$ cat src/rtl/bpl_pkg.sv
package bpl_pkg;
    typedef enum logic [1:0] {
        OP_NONE  = 2'b00,
        OP_GEOM  = 2'b01,
        OP_SCALE = 2'b10,
        OP_RSVD  = 2'b11
    } bpl_op_e;

    typedef enum logic {
        ST_IDLE = 1'b0,
        ST_PEND = 1'b1
    } bpl_state_e;

    localparam int NUM_XY = 4;
    localparam int NUM_SC = 2;
endpackage

$ cat src/rtl/bpl_fsm.sv
module bpl_fsm
    import bpl_pkg::*;
(
    input  logic       clk,
    input  logic       rst_n,
    input  logic       cmd_valid,
    input  logic [1:0] cmd_op,
    input  logic [7:0] cmd_arg,
    input  logic       blit_busy,
    output logic       accept,
    output logic       commit
);
    bpl_state_e state, state_nx;
    logic       cmd_ok;

    always_comb begin
        unique case (bpl_op_e'(cmd_op))
            OP_GEOM:  cmd_ok = 1'b1;
            OP_SCALE: cmd_ok = (cmd_arg[7:2] == 6'd0) && (cmd_arg[1:0] != 2'd0);
            default:  cmd_ok = 1'b0;
        endcase
    end

    always_ff @(posedge clk) begin
        if (!rst_n) state <= ST_IDLE;
        else        state <= state_nx;
    end

    always_comb begin
        state_nx = state;
        accept   = 1'b0;
        commit   = 1'b0;
        unique case (state)
            ST_IDLE: begin
                if (cmd_valid && cmd_ok) begin
                    accept   = 1'b1;
                    state_nx = ST_PEND;
                end
            end
            ST_PEND: begin
                if (!blit_busy) begin
                    commit   = 1'b1;
                    state_nx = ST_IDLE;
                end
            end
            default: state_nx = ST_IDLE;
        endcase
    end

    // a pending load stays pending while the engine is busy
    a_r9_hold_busy: assert property (@(posedge clk) disable iff (!rst_n)
        (state == ST_PEND && blit_busy) |=> (state == ST_PEND));
endmodule

$ cat src/rtl/bpl_stage.sv
module bpl_stage
    import bpl_pkg::*;
#(
    parameter int CW = 12,
    localparam int XYW = NUM_XY * CW
) (
    input  logic           clk,
    input  logic           rst_n,
    input  logic           accept,
    input  logic [1:0]     cmd_op,
    input  logic [1:0]     cmd_mask,
    input  logic [XYW-1:0] xy_x,
    input  logic [XYW-1:0] xy_y,
    output logic [1:0]     st_op,
    output logic [1:0]     st_mask,
    output logic [XYW-1:0] st_x,
    output logic [XYW-1:0] st_y
);
    always_ff @(posedge clk) begin
        if (!rst_n) begin
            st_op   <= OP_NONE;
            st_mask <= '0;
            st_x    <= '0;
            st_y    <= '0;
        end else if (accept) begin
            st_op   <= cmd_op;
            st_mask <= cmd_mask;
            st_x    <= xy_x;
            st_y    <= xy_y;
        end
    end
endmodule

$ cat src/rtl/bpl_regs.sv
module bpl_regs
    import bpl_pkg::*;
#(
    parameter int CW = 12,
    parameter int WW = 16,
    localparam int XYW = NUM_XY * CW,
    localparam int XW  = WW - CW,
    localparam int SCW = NUM_SC * CW
) (
    input  logic                 clk,
    input  logic                 rst_n,
    input  logic                 commit,
    input  logic [1:0]           st_op,
    input  logic [1:0]           st_mask,
    input  logic [XYW-1:0]       st_x,
    input  logic [XYW-1:0]       st_y,
    output logic [WW-1:0]        bmp_width,
    output logic [CW-1:0]        copy_w,
    output logic [CW-1:0]        copy_h,
    output logic signed [CW-1:0] src_ox,
    output logic signed [CW-1:0] src_oy,
    output logic signed [CW-1:0] dst_x,
    output logic signed [CW-1:0] dst_y,
    output logic [SCW-1:0]       sc_x,
    output logic [SCW-1:0]       sc_y,
    output logic                 load_stb
);
    logic geom_go;
    assign geom_go = commit && (st_op == OP_GEOM);

    always_ff @(posedge clk) begin
        if (!rst_n) begin
            bmp_width <= '0;
            copy_w    <= '0;
            copy_h    <= '0;
            src_ox    <= '0;
            src_oy    <= '0;
            dst_x     <= '0;
            dst_y     <= '0;
        end else if (geom_go) begin
            bmp_width <= {st_y[XW-1:0], st_x[CW-1:0]};
            copy_w    <= st_x[CW +: CW];
            copy_h    <= st_y[CW +: CW];
            src_ox    <= st_x[2*CW +: CW];
            src_oy    <= st_y[2*CW +: CW];
            dst_x     <= st_x[3*CW +: CW];
            dst_y     <= st_y[3*CW +: CW];
        end
    end

    for (genvar g = 0; g < NUM_SC; g++) begin : g_sc
        always_ff @(posedge clk) begin
            if (!rst_n) begin
                sc_x[g*CW +: CW] <= '0;
                sc_y[g*CW +: CW] <= '0;
            end else if (commit && st_op == OP_SCALE && st_mask[g]) begin
                sc_x[g*CW +: CW] <= st_x[g*CW +: CW];
                sc_y[g*CW +: CW] <= st_y[g*CW +: CW];
            end
        end
    end

    always_ff @(posedge clk) begin
        if (!rst_n) load_stb <= 1'b0;
        else        load_stb <= commit;
    end

    // the strobe lasts one cycle
    a_r8_single_pulse: assert property (@(posedge clk) disable iff (!rst_n)
        load_stb |=> !load_stb);

    // parameters move only together with the strobe
    a_r11_quiet: assert property (@(posedge clk) disable iff (!rst_n)
        !load_stb |-> ($stable(bmp_width) && $stable(copy_w) && $stable(copy_h) &&
                       $stable(src_ox) && $stable(src_oy) && $stable(dst_x) &&
                       $stable(dst_y) && $stable(sc_x) && $stable(sc_y)));
endmodule

$ cat src/rtl/blt_param_loader.sv
module blt_param_loader
    import bpl_pkg::*;
#(
    parameter int CW = 12,
    parameter int WW = 16,
    localparam int XYW = NUM_XY * CW
) (
    input  logic                 clk,
    input  logic                 rst_n,
    input  logic                 cmd_valid,
    input  logic [1:0]           cmd_op,
    input  logic [7:0]           cmd_arg,
    input  logic [XYW-1:0]       xy_x,
    input  logic [XYW-1:0]       xy_y,
    input  logic                 blit_busy,
    output logic [WW-1:0]        bmp_width,
    output logic [CW-1:0]        copy_w,
    output logic [CW-1:0]        copy_h,
    output logic signed [CW-1:0] src_ox,
    output logic signed [CW-1:0] src_oy,
    output logic signed [CW-1:0] dst_x,
    output logic signed [CW-1:0] dst_y,
    output logic [CW-1:0]        up_x,
    output logic [CW-1:0]        up_y,
    output logic [CW-1:0]        dn_x,
    output logic [CW-1:0]        dn_y,
    output logic                 load_stb
);
    logic                    accept, commit;
    logic [1:0]              st_op, st_mask;
    logic [XYW-1:0]          st_x, st_y;
    logic [NUM_SC*CW-1:0]    sc_x, sc_y;

    bpl_fsm u_fsm (
        .clk(clk), .rst_n(rst_n), .cmd_valid(cmd_valid), .cmd_op(cmd_op),
        .cmd_arg(cmd_arg), .blit_busy(blit_busy), .accept(accept), .commit(commit)
    );

    bpl_stage #(.CW(CW)) u_stage (
        .clk(clk), .rst_n(rst_n), .accept(accept), .cmd_op(cmd_op),
        .cmd_mask(cmd_arg[1:0]), .xy_x(xy_x), .xy_y(xy_y),
        .st_op(st_op), .st_mask(st_mask), .st_x(st_x), .st_y(st_y)
    );

    bpl_regs #(.CW(CW), .WW(WW)) u_regs (
        .clk(clk), .rst_n(rst_n), .commit(commit), .st_op(st_op), .st_mask(st_mask),
        .st_x(st_x), .st_y(st_y), .bmp_width(bmp_width), .copy_w(copy_w),
        .copy_h(copy_h), .src_ox(src_ox), .src_oy(src_oy), .dst_x(dst_x),
        .dst_y(dst_y), .sc_x(sc_x), .sc_y(sc_y), .load_stb(load_stb)
    );

    assign up_x = sc_x[0 +: CW];
    assign up_y = sc_y[0 +: CW];
    assign dn_x = sc_x[CW +: CW];
    assign dn_y = sc_y[CW +: CW];

    // a strobe always follows an edge at which the engine was idle
    a_r9_stb_after_idle: assert property (@(posedge clk) disable iff (!rst_n)
        load_stb |-> !$past(blit_busy));
endmodule

$ cat config.mk
export PLATFORM = sky130hd
export DESIGN_NAME = blt_param_loader
export DESIGN_NICKNAME = d
export VERILOG_FILES = /design/src/rtl/bpl_pkg.sv /design/src/rtl/bpl_fsm.sv /design/src/rtl/bpl_stage.sv /design/src/rtl/bpl_regs.sv /design/src/rtl/blt_param_loader.sv
export SDC_FILE = /design/constraint.sdc
export NUM_CORES = 1
export LEC_CHECK = 0
export ABC_AREA = 1
export BUFFER_PORTS_ARGS = -buffer_cell sky130_fd_sc_hd__buf_2
export CAP_MARGIN = 20
export CORE_MARGIN = 8
export CORE_UTILIZATION = 45
export CTS_BUF_LIST = sky130_fd_sc_hd__clkbuf_8
export CTS_CLUSTER_DIAMETER = 60
export DETAILED_ROUTE_END_ITERATION = 6
export GPL_TIMING_DRIVEN = 0
export PLACE_DENSITY = 0.69
export SLEW_MARGIN = 10
export SYNTH_ARGS = -nofsm -noshare
export SYNTH_HDL_FRONTEND = slang
export SYNTH_SLANG_ARGS = --single-unit
$ cat constraint.sdc
create_clock -name clk -period 2.2 [get_ports clk]
set_input_delay 0.44 -clock clk [delete_from_list [all_inputs] [get_ports clk]]
set_output_delay 0.44 -clock clk [all_outputs]
set_load 0.005 [all_outputs]
==> impl_results.html, run 1 <==
<table>
<tr><th>Metric</th><th>Value</th></tr>
<tr><th colspan="2">Run status</th></tr>
<tr><td>Outcome</td><td>completed</td></tr>
<tr><th colspan="2">Drt</th></tr>
<tr><td>DR vias/cell</td><td>4.90</td></tr>
<tr><td>Length of the first detailed-routing pass in iterations</td><td>5</td></tr>
<tr><td>Detailed-route DRC error count</td><td>0</td></tr>
<tr><td>Wire length after detailed routing</td><td>28,600 um</td></tr>
<tr><td>Iteration-0 DRC Markers</td><td>492</td></tr>
<tr><td>Wire length per cell</td><td>about 15 um</td></tr>
<tr><td>Via total after detailed routing</td><td>between 9,000 and 10,000</td></tr>
<tr><td>Number of antenna-violating nets in the routed design</td><td>0</td></tr>
<tr><th colspan="2">STA</th></tr>
<tr><td>Worst Skew</td><td>about 22 ps</td></tr>
<tr><td>Final setup vio count</td><td>0</td></tr>
<tr><td>Post-route clock period utilization</td><td>0.832</td></tr>
<tr><td>Slew @ Worst Pin</td><td>659 ps</td></tr>
<tr><td>Setup slack of the critical path after layout</td><td>approximately 370 ps</td></tr>
<tr><td>RSZ-0062 raised after global routing</td><td>no</td></tr>
<tr><td>Final-layout worst hold slack</td><td>around 170 ps</td></tr>
<tr><td>Final max-slew violation count</td><td>0</td></tr>
<tr><td>Shortest period the worst path allows</td><td>between 1500 and 2000 ps</td></tr>
<tr><td>Worst slew margin</td><td>0.561</td></tr>
<tr><td>Highest attainable clock frequency</td><td>546 MHz</td></tr>
<tr><td>Hold violation total from the final report</td><td>0</td></tr>
<tr><th colspan="2">Finish</th></tr>
<tr><td>Number of antenna repair diodes</td><td>0</td></tr>
<tr><td>Leading cell types in the layout, fill and taps excluded</td><td>buf_2 (296), nor2_1 (281), dfxtp_1 (238)</td></tr>
<tr><td>Layout net count</td><td>about 1,700</td></tr>
<tr><td>Commonest non-fill, non-tap cell in the layout</td><td>buf_2</td></tr>
<tr><td>Area growth, synth to finish</td><td>25.5%</td></tr>
<tr><td>Share of cells above drive strength 1</td><td>0.229</td></tr>
<tr><th colspan="2">Power and ir drop</th></tr>
<tr><td>Cell-internal power</td><td>6630 uW</td></tr>
<tr><td>Combinational cell fraction of total power</td><td>0.072</td></tr>
<tr><td>Maximum vdd ir drop</td><td>0.497 mV</td></tr>
<tr><td>Relative contribution of sequential cells to total power</td><td>0.503</td></tr>
<tr><td>Clock network fraction of design power</td><td>0.425</td></tr>
<tr><td>Switching power as a share of total power</td><td>0.250</td></tr>
<tr><td>Power per standard cell area</td><td>around 760 mW/mm^2</td></tr>
<tr><td>Switching power of the nets</td><td>2210 uW</td></tr>
<tr><td>Leakage power total</td><td>0.00599 uW</td></tr>
<tr><th colspan="2">Global route</th></tr>
<tr><td>Maximum number of pins on one net before global-route repair</td><td>11</td></tr>
<tr><td>Initial antenna violation count</td><td>1</td></tr>
<tr><td>Global-route congestion overflow total</td><td>0</td></tr>
<tr><td>Vias in the first global route</td><td>about 8,900</td></tr>
<tr><td>All-Layer GR Usage</td><td>0.216</td></tr>
<tr><td>Global-route wire length before repair</td><td>between 40,000 and 50,000 um</td></tr>
<tr><th colspan="2">Synthesis</th></tr>
<tr><td>Post-synthesis instance area</td><td>slightly above 0.009 mm^2</td></tr>
<tr><td>Area contributors post-synth</td><td>dfxtp_1 (51%), nor2_1 (11%), a21oi_1 (8.0%)</td></tr>
<tr><td>Seq/Total Area, Yosys</td><td>0.514</td></tr>
<tr><td>Share of the synthesized area in the top cell type</td><td>0.514</td></tr>
<tr><td>Synth Area per Inst</td><td>about 7.3 um^2</td></tr>
<tr><td>Synth unique cells</td><td>18</td></tr>
<tr><td>Ys Warns</td><td>0</td></tr>
<tr><td>Count of state elements after synthesis</td><td>about 240</td></tr>
<tr><td>Cell count after synthesis</td><td>roughly 1,300</td></tr>
<tr><td>Post-synth top area cell</td><td>dfxtp_1</td></tr>
<tr><td>Syn Nets</td><td>roughly 1,400</td></tr>
<tr><th colspan="2">Clock network</th></tr>
<tr><td>Clock sink count</td><td>between 200 and 250</td></tr>
<tr><td>TritonCTS clock tree</td><td>yes</td></tr>
<tr><td>Clk root buf</td><td>clkbuf_8</td></tr>
<tr><td>Deepest level of the CTS H-tree</td><td>2</td></tr>
<tr><td>Worst-Skew Late Latency</td><td>~540 ps</td></tr>
<tr><td>Post-CTS resize count</td><td>0</td></tr>
<tr><td>Clock-pin slew reported for the worst setup and hold paths after clock tree synthesis</td><td>~60 ps</td></tr>
<tr><td>CTS buffer count</td><td>39</td></tr>
<tr><td>Buffers from clock root to sink, at most</td><td>3</td></tr>
<tr><th colspan="2">Worst setup path</th></tr>
<tr><td>Worst flop-to-flop path startpoint</td><td>u_fsm.state</td></tr>
<tr><td>Setup slack on the worst flop-to-flop path</td><td>~400 ps</td></tr>
<tr><td>Largest fanout on the critical path</td><td>10</td></tr>
<tr><td>Worst setup SP type</td><td>input port</td></tr>
<tr><td>Critical path arrival</td><td>approximately 2300 ps</td></tr>
<tr><td>Worst setup path startpoint</td><td>cmd_op[0]</td></tr>
<tr><td>Required arrival time at the worst endpoint</td><td>between 2000 and 3000 ps</td></tr>
<tr><td>Kind of critical path</td><td>input port to flip-flop</td></tr>
<tr><td>Capturing element type of the critical path</td><td>flip-flop</td></tr>
<tr><th colspan="2">Placement</th></tr>
<tr><td>Count of input and output buffers</td><td>245</td></tr>
<tr><td>HPWL after detailed placement</td><td>between 20,000 and 25,000 um</td></tr>
<tr><td>Worst slack, placed</td><td>-188 ps</td></tr>
<tr><td>Final GP Congestion</td><td>between 0.8 and 0.9</td></tr>
<tr><th colspan="2">Floorplan</th></tr>
<tr><td>Core box area</td><td>0.0202 mm^2</td></tr>
<tr><td>Horizontal extent of the die</td><td>160 um</td></tr>
<tr><td>I/O pin total</td><td>~250</td></tr>
<tr><td>Area enclosed by the die boundary</td><td>0.0255 mm^2</td></tr>
<tr><td>Initial core utilization</td><td>0.458</td></tr>
<tr><td>Number of core rows</td><td>52</td></tr>
<tr><td>Die Ht</td><td>about 160 um</td></tr>
<tr><th colspan="2">Worst hold path</th></tr>
<tr><td>Worst hold path type</td><td>input port to flip-flop</td></tr>
<tr><td>Start point of the worst min-delay path</td><td>blit_busy</td></tr>
<tr><th colspan="2">Job</th></tr>
<tr><td>Count of maximum capacitance violations</td><td>0</td></tr>
</table>
path summary, 6_finish.rpt:
kind,end,depth (start not counted)
worst max-delay path,u_stage.st_y[6],8
worst max register to register,u_stage.st_y[6],5
worst min register to register,u_regs.sc_y[19],2
worst min-delay path,u_fsm.state,3
power groups by stage:
| stage | clock, uW | combinational [uW] | sequential (uW) |
|---|---|---|---|
| 6_report | 3760 | 635 | 4450 |
| 5_1_grt | 4050 | 713 | 4450 |
| 4_1_cts | 3820 | 633 | 4450 |
| 3_5_place_dp | 0 | 630 | 4540 |
| 3_3_place_gp | 0 | 625 | 4540 |
| 2_1_floorplan | 0 | 401 | 4520 |
flip-flops by register name (all words and copies together), names as in the netlist:
name / cells
u_stage.st_x: 48
u_stage.st_y: 48
u_regs.sc_x: 24
u_regs.sc_y: 24
u_regs.bmp_width: 16
u_regs.copy_h: 12
u_regs.copy_w: 12
u_regs.dst_x: 12
u_regs.dst_y: 12
u_regs.src_ox: 12
u_regs.src_oy: 12
u_stage.st_mask: 2
u_stage.st_op: 2
u_fsm.state: 1
u_regs.load_stb: 1
per-stage QoR:
stage | total power, uW | std cells | instance area, um^2 | TNS, ps | utilization
floorplan | 4920 | 1278 | 9280 | 0 | -
global placement | 5160 | 1793 | 10800 | -17170 | 0.536
detailed placement | 5170 | 1793 | 10800 | -14230 | 0.536
CTS | 8900 | 1863 | 11600 | 0 | 0.574
global route | 9210 | 1865 | 11600 | 0 | 0.575
finish | 8840 | 1865 | 11600 | 0 | 0.575
synth_stat cells, drive strengths merged:
cell type  count
nand3        148
inv          107
nor2         282
nor3           1
ha             2
o21ai         88
clkbuf        37
nand2        158
or2            1
nor3b          1
dfxtp        238
a21oi        149
buf           66
layer usage:
metal	GRT usage	up-vias	share of wire
met5	0	-	0
met4	0.0725	0	0.025
met3	0.0626	50	0.072
met2	0.350	284	0.45
met1	0.270	4148	0.45
li1	-	4656	-
repair_timing:
| item | in CTS | in global routing |
|---|---|---|
| hold buffers | 0 | 0 |
| setup endpoints to repair | 0 | 13 |
| buffers inserted | 0 | 2 |
cells by family after synthesis:
kind of cell               share of synthesized area
DFF                                            0.514
adders and majority gates                    0.00270
and+or+nand+nor                                0.261
AOI/OAI and AO/OA                              0.128
buffers and inverters                         0.0943
worst max-delay path: stages:
cell,delay (ps)
buf_2,90
inv_1,50
ha_1,290
nor3b_1,300
clkbuf_1,550
buf_2,340
a21oi_1,100
nor2_1,120
area by class of cell:
| type | instances | area, um^2 |
|---|---|---|
| clock buffer | 49 | 674 |
| sequential | 238 | 4760 |
| inverter | 107 | 402 |
| timing repair buffer | 247 | 1250 |
| clock inverter | 21 | 97.6 |
| buffer | 103 | 473 |
| multi-input combinational | 830 | 3640 |
| tap | 270 | 338 |
| fill | 1997 | 8600 |
No activity file was read; power rests on OpenSTA's default activity.
==> inputs of run 2 (changes only) <==
ABC_AREA = 0   (was 1)
PLACE_DENSITY = 0.72   (was 0.69)
clock period = 1.5 ns   (was 2.2 ns; I/O delays follow)
==> impl_results.html, run 2 <==
<table>
<tr><th>Metric</th><th>Value</th></tr>
<tr><th colspan="2">Worst setup path</th></tr>
<tr><td>Kind of critical path</td><td>flip-flop to flip-flop</td></tr>
<tr><td>Worst flop-to-flop path startpoint</td><td>u_fsm.state</td></tr>
<tr><td>Worst setup SP type</td><td>flip-flop</td></tr>
<tr><td>Worst path buffer plus inverter count</td><td>2 (-2)</td></tr>
<tr><td>Critical path arrival</td><td>1830 ps (-480 ps)</td></tr>
<tr><td>Top Family by Delay on Critical Path</td><td>flip-flops</td></tr>
<tr><td>CP cell instances</td><td>nor3b_4 -&gt; o2111a_1 -&gt; a21oi_2 -&gt; buf_12 -&gt; buf_12 -&gt; mux2i_2</td></tr>
<tr><td>Worst setup path startpoint</td><td>u_fsm.state</td></tr>
<tr><td>Capturing element type of the critical path</td><td>flip-flop</td></tr>
<tr><td>Max incr delay on CP</td><td>360 ps (-190 ps)</td></tr>
<tr><td>Cell with the largest stage delay on the worst path</td><td>dfxtp_4</td></tr>
<tr><td>Most used cell along the critical path</td><td>buf_12</td></tr>
<tr><td>Setup slack on the worst flop-to-flop path</td><td>70 ps (-330 ps)</td></tr>
<tr><td>Required arrival time at the worst endpoint</td><td>1900 ps (-770 ps)</td></tr>
<tr><td>Number of cells traversed by the worst register-to-register path</td><td>6 (+1)</td></tr>
<tr><td>Largest fanout on the critical path</td><td>10 (unchanged)</td></tr>
<tr><td>Worst reg2reg path endpoint</td><td>u_stage.st_y[9]</td></tr>
<tr><th colspan="2">Finish</th></tr>
<tr><td>Area occupied by multi-input gates</td><td>0.00398 mm^2 (+9.5%)</td></tr>
<tr><td>Largest registers</td><td>u_stage.st_x: 48 flops, u_stage.st_y: 48 flops</td></tr>
<tr><td>Commonest non-fill, non-tap cell in the layout</td><td>nand2_1</td></tr>
<tr><td>Layout net count</td><td>1,482 (-12%)</td></tr>
<tr><td>Area growth, synth to finish</td><td>31.4%</td></tr>
<tr><td>Leading cell types in the layout, fill and taps excluded</td><td>nand2_1 (473), buf_2 (254), dfxtp_1 (237)</td></tr>
<tr><td>Storage cell area</td><td>0.00477 mm^2 (about the same)</td></tr>
<tr><td>Share of cells above drive strength 1</td><td>0.251 (+0.0218)</td></tr>
<tr><td>Summed area of non-filler cells in the final layout</td><td>0.0120 mm^2 (+3.0%)</td></tr>
<tr><td>Number of inserted filler cells in the final layout</td><td>1,859 (-6.9%)</td></tr>
<tr><th colspan="2">Drt</th></tr>
<tr><td>Iteration-0 DRC Markers</td><td>412 (-16%)</td></tr>
<tr><td>Wire length after detailed routing</td><td>26,600 um (-7.1%)</td></tr>
<tr><td>Detailed-route DRC error count</td><td>0 (unchanged)</td></tr>
<tr><td>Wire length per cell</td><td>16.0 um (+4.1%)</td></tr>
<tr><td>Via total after detailed routing</td><td>7,942 (-13%)</td></tr>
<tr><td>Number of antenna-violating nets in the routed design</td><td>0 (unchanged)</td></tr>
<tr><td>DR vias/cell</td><td>4.77 (-2.6%)</td></tr>
<tr><td>Length of the first detailed-routing pass in iterations</td><td>5 (unchanged)</td></tr>
<tr><th colspan="2">Placement</th></tr>
<tr><td>Final GP Congestion</td><td>0.792 (-5.4%)</td></tr>
<tr><td>HPWL after detailed placement</td><td>19,400 um (-6.9%)</td></tr>
<tr><td>Cell Area, Placed</td><td>0.0107 mm^2 (-0.92%)</td></tr>
<tr><td>Count of input and output buffers</td><td>245 (unchanged)</td></tr>
<tr><th colspan="2">Worst hold path</th></tr>
<tr><td>Start point of the worst min-delay path</td><td>xy_x[1]</td></tr>
<tr><td>Worst hold path type</td><td>input port to flip-flop</td></tr>
<tr><td>Number of cells on the worst hold path</td><td>3 (unchanged)</td></tr>
<tr><td>End of the worst hold path</td><td>u_stage.st_x[1]</td></tr>
<tr><th colspan="2">Synthesis</th></tr>
<tr><td>Synth Area per Inst</td><td>8.73 um^2 (+20%)</td></tr>
<tr><td>Ys Warns</td><td>0 (unchanged)</td></tr>
<tr><td>Most frequently used cell type in the post-synthesis netlist</td><td>nand2_1</td></tr>
<tr><td>Share of the synthesized area in the top cell type</td><td>0.523 (+0.00881)</td></tr>
<tr><td>Simple-gate portion of the synthesized area</td><td>0.205 (-0.0560)</td></tr>
<tr><td>Share of flip-flops with an asynchronous set or reset</td><td>0 (unchanged)</td></tr>
<tr><td>Top FF cell, synth</td><td>dfxtp_1</td></tr>
<tr><td>Area share of xor/xnor cells in the synthesized design</td><td>0 (unchanged)</td></tr>
<tr><td>Main combinational cell family by area after synthesis</td><td>simple AND/OR/NAND/NOR gates</td></tr>
<tr><td>Post-synthesis instance area</td><td>0.00912 mm^2 (-1.7%)</td></tr>
<tr><td>Synth unique cells</td><td>21 (+3)</td></tr>
<tr><td>Count of state elements after synthesis</td><td>238 (unchanged)</td></tr>
<tr><td>Syn Nets</td><td>1,156 (-17%)</td></tr>
<tr><td>Post-synth top area cell</td><td>dfxtp_1</td></tr>
<tr><td>Area share of fa/ha/maj cells after synthesis</td><td>0.00274 (+0.0000463)</td></tr>
<tr><td>Portion of netlist area occupied by mux cells</td><td>0.110 (+0.110)</td></tr>
<tr><td>Most used standard cells in the synthesized netlist</td><td>nand2_1 (475), dfxtp_1 (238), mux2i_1 (100)</td></tr>
<tr><td>Cell count after synthesis</td><td>1,044 (-18%)</td></tr>
<tr><td>Area contributors post-synth</td><td>dfxtp_1 (52%), nand2_1 (20%), mux2i_1 (11%)</td></tr>
<tr><td>Post-synth EDFFs</td><td>0 (unchanged)</td></tr>
<tr><td>Seq/Total Area, Yosys</td><td>0.523 (+0.00881)</td></tr>
<tr><td>Fraction of the mapped netlist area in compound gates</td><td>0.115 (-0.0133)</td></tr>
<tr><th colspan="2">Floorplan</th></tr>
<tr><td>Area enclosed by the die boundary</td><td>0.0251 mm^2 (-1.5%)</td></tr>
<tr><td>Horizontal extent of the die</td><td>158 um (-0.76%)</td></tr>
<tr><td>Number of core rows</td><td>52 (unchanged)</td></tr>
<tr><td>Initial core utilization</td><td>0.455 (-0.00334)</td></tr>
<tr><td>Core box area</td><td>0.0200 mm^2 (-0.96%)</td></tr>
<tr><td>I/O pin total</td><td>247 (unchanged)</td></tr>
<tr><td>Die Ht</td><td>158 um (-0.76%)</td></tr>
<tr><th colspan="2">Clock network</th></tr>
<tr><td>Clk root buf</td><td>clkbuf_8</td></tr>
<tr><td>Clock sink count</td><td>238 (unchanged)</td></tr>
<tr><td>Buffers from clock root to sink, at most</td><td>3 (unchanged)</td></tr>
<tr><td>Setup Fix Bufs, Post-CTS</td><td>0 (unchanged)</td></tr>
<tr><td>TritonCTS clock tree</td><td>yes</td></tr>
<tr><td>CTS buffer count</td><td>40 (+2.6%)</td></tr>
<tr><td>Worst-Skew Late Latency</td><td>520 ps (-20 ps)</td></tr>
<tr><td>Deepest level of the CTS H-tree</td><td>2 (unchanged)</td></tr>
<tr><td>Clock-pin slew reported for the worst setup and hold paths after clock tree synthesis</td><td>60 ps (about the same)</td></tr>
<tr><th colspan="2">STA</th></tr>
<tr><td>Worst slew margin</td><td>0.483 (-0.0777)</td></tr>
<tr><td>Worst Skew</td><td>10.7 ps (-11.4 ps)</td></tr>
<tr><td>Final-layout worst hold slack</td><td>30.5 ps (-138 ps)</td></tr>
<tr><td>Final max-slew violation count</td><td>0 (unchanged)</td></tr>
<tr><td>Slew @ Worst Pin</td><td>776 ps (+117 ps)</td></tr>
<tr><td>Shortest period the worst path allows</td><td>1430 ps</td></tr>
<tr><td>Post-route clock period utilization</td><td>0.953</td></tr>
<tr><td>Final setup vio count</td><td>0 (unchanged)</td></tr>
<tr><td>Highest attainable clock frequency</td><td>roughly 700 MHz</td></tr>
<tr><td>RSZ-0062 raised after global routing</td><td>yes</td></tr>
<tr><td>Hold violation total from the final report</td><td>0 (unchanged)</td></tr>
<tr><th colspan="2">Global route</th></tr>
<tr><td>Initial antenna violation count</td><td>2 (+1)</td></tr>
<tr><td>Vias in the first global route</td><td>8,056 (-9.6%)</td></tr>
<tr><td>Global-route congestion overflow total</td><td>0 (unchanged)</td></tr>
<tr><td>Global-route wire length before repair</td><td>41,300 um (-9.0%)</td></tr>
<tr><td>Maximum number of pins on one net before global-route repair</td><td>11 (unchanged)</td></tr>
<tr><td>All-Layer GR Usage</td><td>0.207 (-0.00857)</td></tr>
<tr><th colspan="2">Power and ir drop</th></tr>
<tr><td>Cell-internal power</td><td>9670 uW (+46%)</td></tr>
<tr><td>Maximum vdd ir drop</td><td>0.644 mV (+30%)</td></tr>
<tr><td>Power per standard cell area</td><td>1040 mW/mm^2 (+38%)</td></tr>
<tr><td>Switching power of the nets</td><td>2850 uW (+29%)</td></tr>
<tr><td>Relative contribution of sequential cells to total power</td><td>0.514 (+0.011)</td></tr>
<tr><td>Switching power as a share of total power</td><td>0.228 (-0.0223)</td></tr>
<tr><td>Leakage power total</td><td>0.00567 uW (-5.4%)</td></tr>
<tr><td>Combinational cell fraction of total power</td><td>0.058 (-0.014)</td></tr>
<tr><td>Clock network fraction of design power</td><td>0.428 (+0.003)</td></tr>
<tr><th colspan="2">Run status</th></tr>
<tr><td>Outcome</td><td>completed</td></tr>
<tr><th colspan="2">Job</th></tr>
<tr><td>Count of maximum capacitance violations</td><td>0 (unchanged)</td></tr>
</table>
==> run 2: cell types whose count changed after synthesis, moves of 11 or more <==
cell and delta:
nand2_1 +317, nor2_1 -281, a21oi_1 -148, nand3_1 -148, inv_1 -103, mux2i_1 +100, o21ai_0 -86, a21boi_0 +73
a21boi_1 +64, buf_2 -32, clkbuf_1 +11
==> run 2: metal layers <==
| layer | vias up | part of all wire | global-route usage |
|---|---|---|---|
| met5 | - | 0.00041 | 0 |
| met3 | 28 | 0.092 | 0.0684 |
| met4 | 2 | 0.011 | 0.0539 |
| met1 | 3659 | 0.43 | 0.247 |
| met2 | 237 | 0.47 | 0.353 |
| li1 | 4016 | - | - |
==> run 2: layout make-up <==
cell class	count	area share
Timing Repair Buffer	284	0.135
Antenna cell	1	0.000209
Inverter	2	0.000626
Clock buffer	49	0.0563
Clock inverter	16	0.00574
Buffer	79	0.0442
Multi-Input combinational cell	725	0.332
Tap cell	270	0.0282
Sequential cell	238	0.398
==> run 2: tightest hold or removal path: cells and delay by family <==
| family | cells | cell delay (ps) |
|---|---|---|
| buffers and inverters | 1 | 90 |
| and+or+nand+nor | 1 | 50 |
| muxes | 1 | 50 |
==> run 2: power by group through the flow <==
| stage | sequential, uW | combinational (uW) | clock (uW) |
|---|---|---|---|
| finish | 6440 | 728 | 5360 |
| global route | 6440 | 794 | 5810 |
| CTS | 6440 | 728 | 5510 |
| detailed placement | 6570 | 645 | 0 |
| global placement | 6570 | 640 | 0 |
| floorplan | 6560 | 368 | 0 |
==> run 2: kinds of logic (layout without fill, tap and decap cells) <==
logic type | after synthesis | after routing
simple gates | 484 | 484
flops | 238 | 238
compound gates | 139 | 139
mux | 100 | 100
buf+inv | 81 | 430
fa+ha+maj | 2 | 2
other cells | 0 | 1
==> run 2: worst max-delay path by stage <==
stage	end	slack (ps)	depth (start not counted)
finish	u_stage.st_y[9]	70	6
global route	u_stage.st_y[9]	-20	6
CTS	u_regs.sc_x[18]	5	5
detailed placement	u_stage.st_x[30]	-410	5
global placement	u_stage.st_x[29]	-380	5
floorplan	u_stage.st_x[10]	1	8
==> run 2: per-stage QoR <==
step	TNS [ps]	utilization	setup slack (ps)	cells	total power (uW)
after floorplan	0	-	1.37	1044	6930
after global placement	-61600	0.536	-379	1559	7210
after detailed placement	-65330	0.536	-413	1559	7220
after CTS	0	0.594	5.15	1663	12700
after global routing	-221	0.598	-21.8	1664	13000
final	0	0.598	70.0	1664	12500
==> run 2: timing repair <==
item                                   4_1_cts  5_1_grt
resized for setup                           18       33
pin swaps                                    0        3
hold buffers                                39        0
endpoints found under the hold margin       39        0
setup endpoints to repair                  163      182
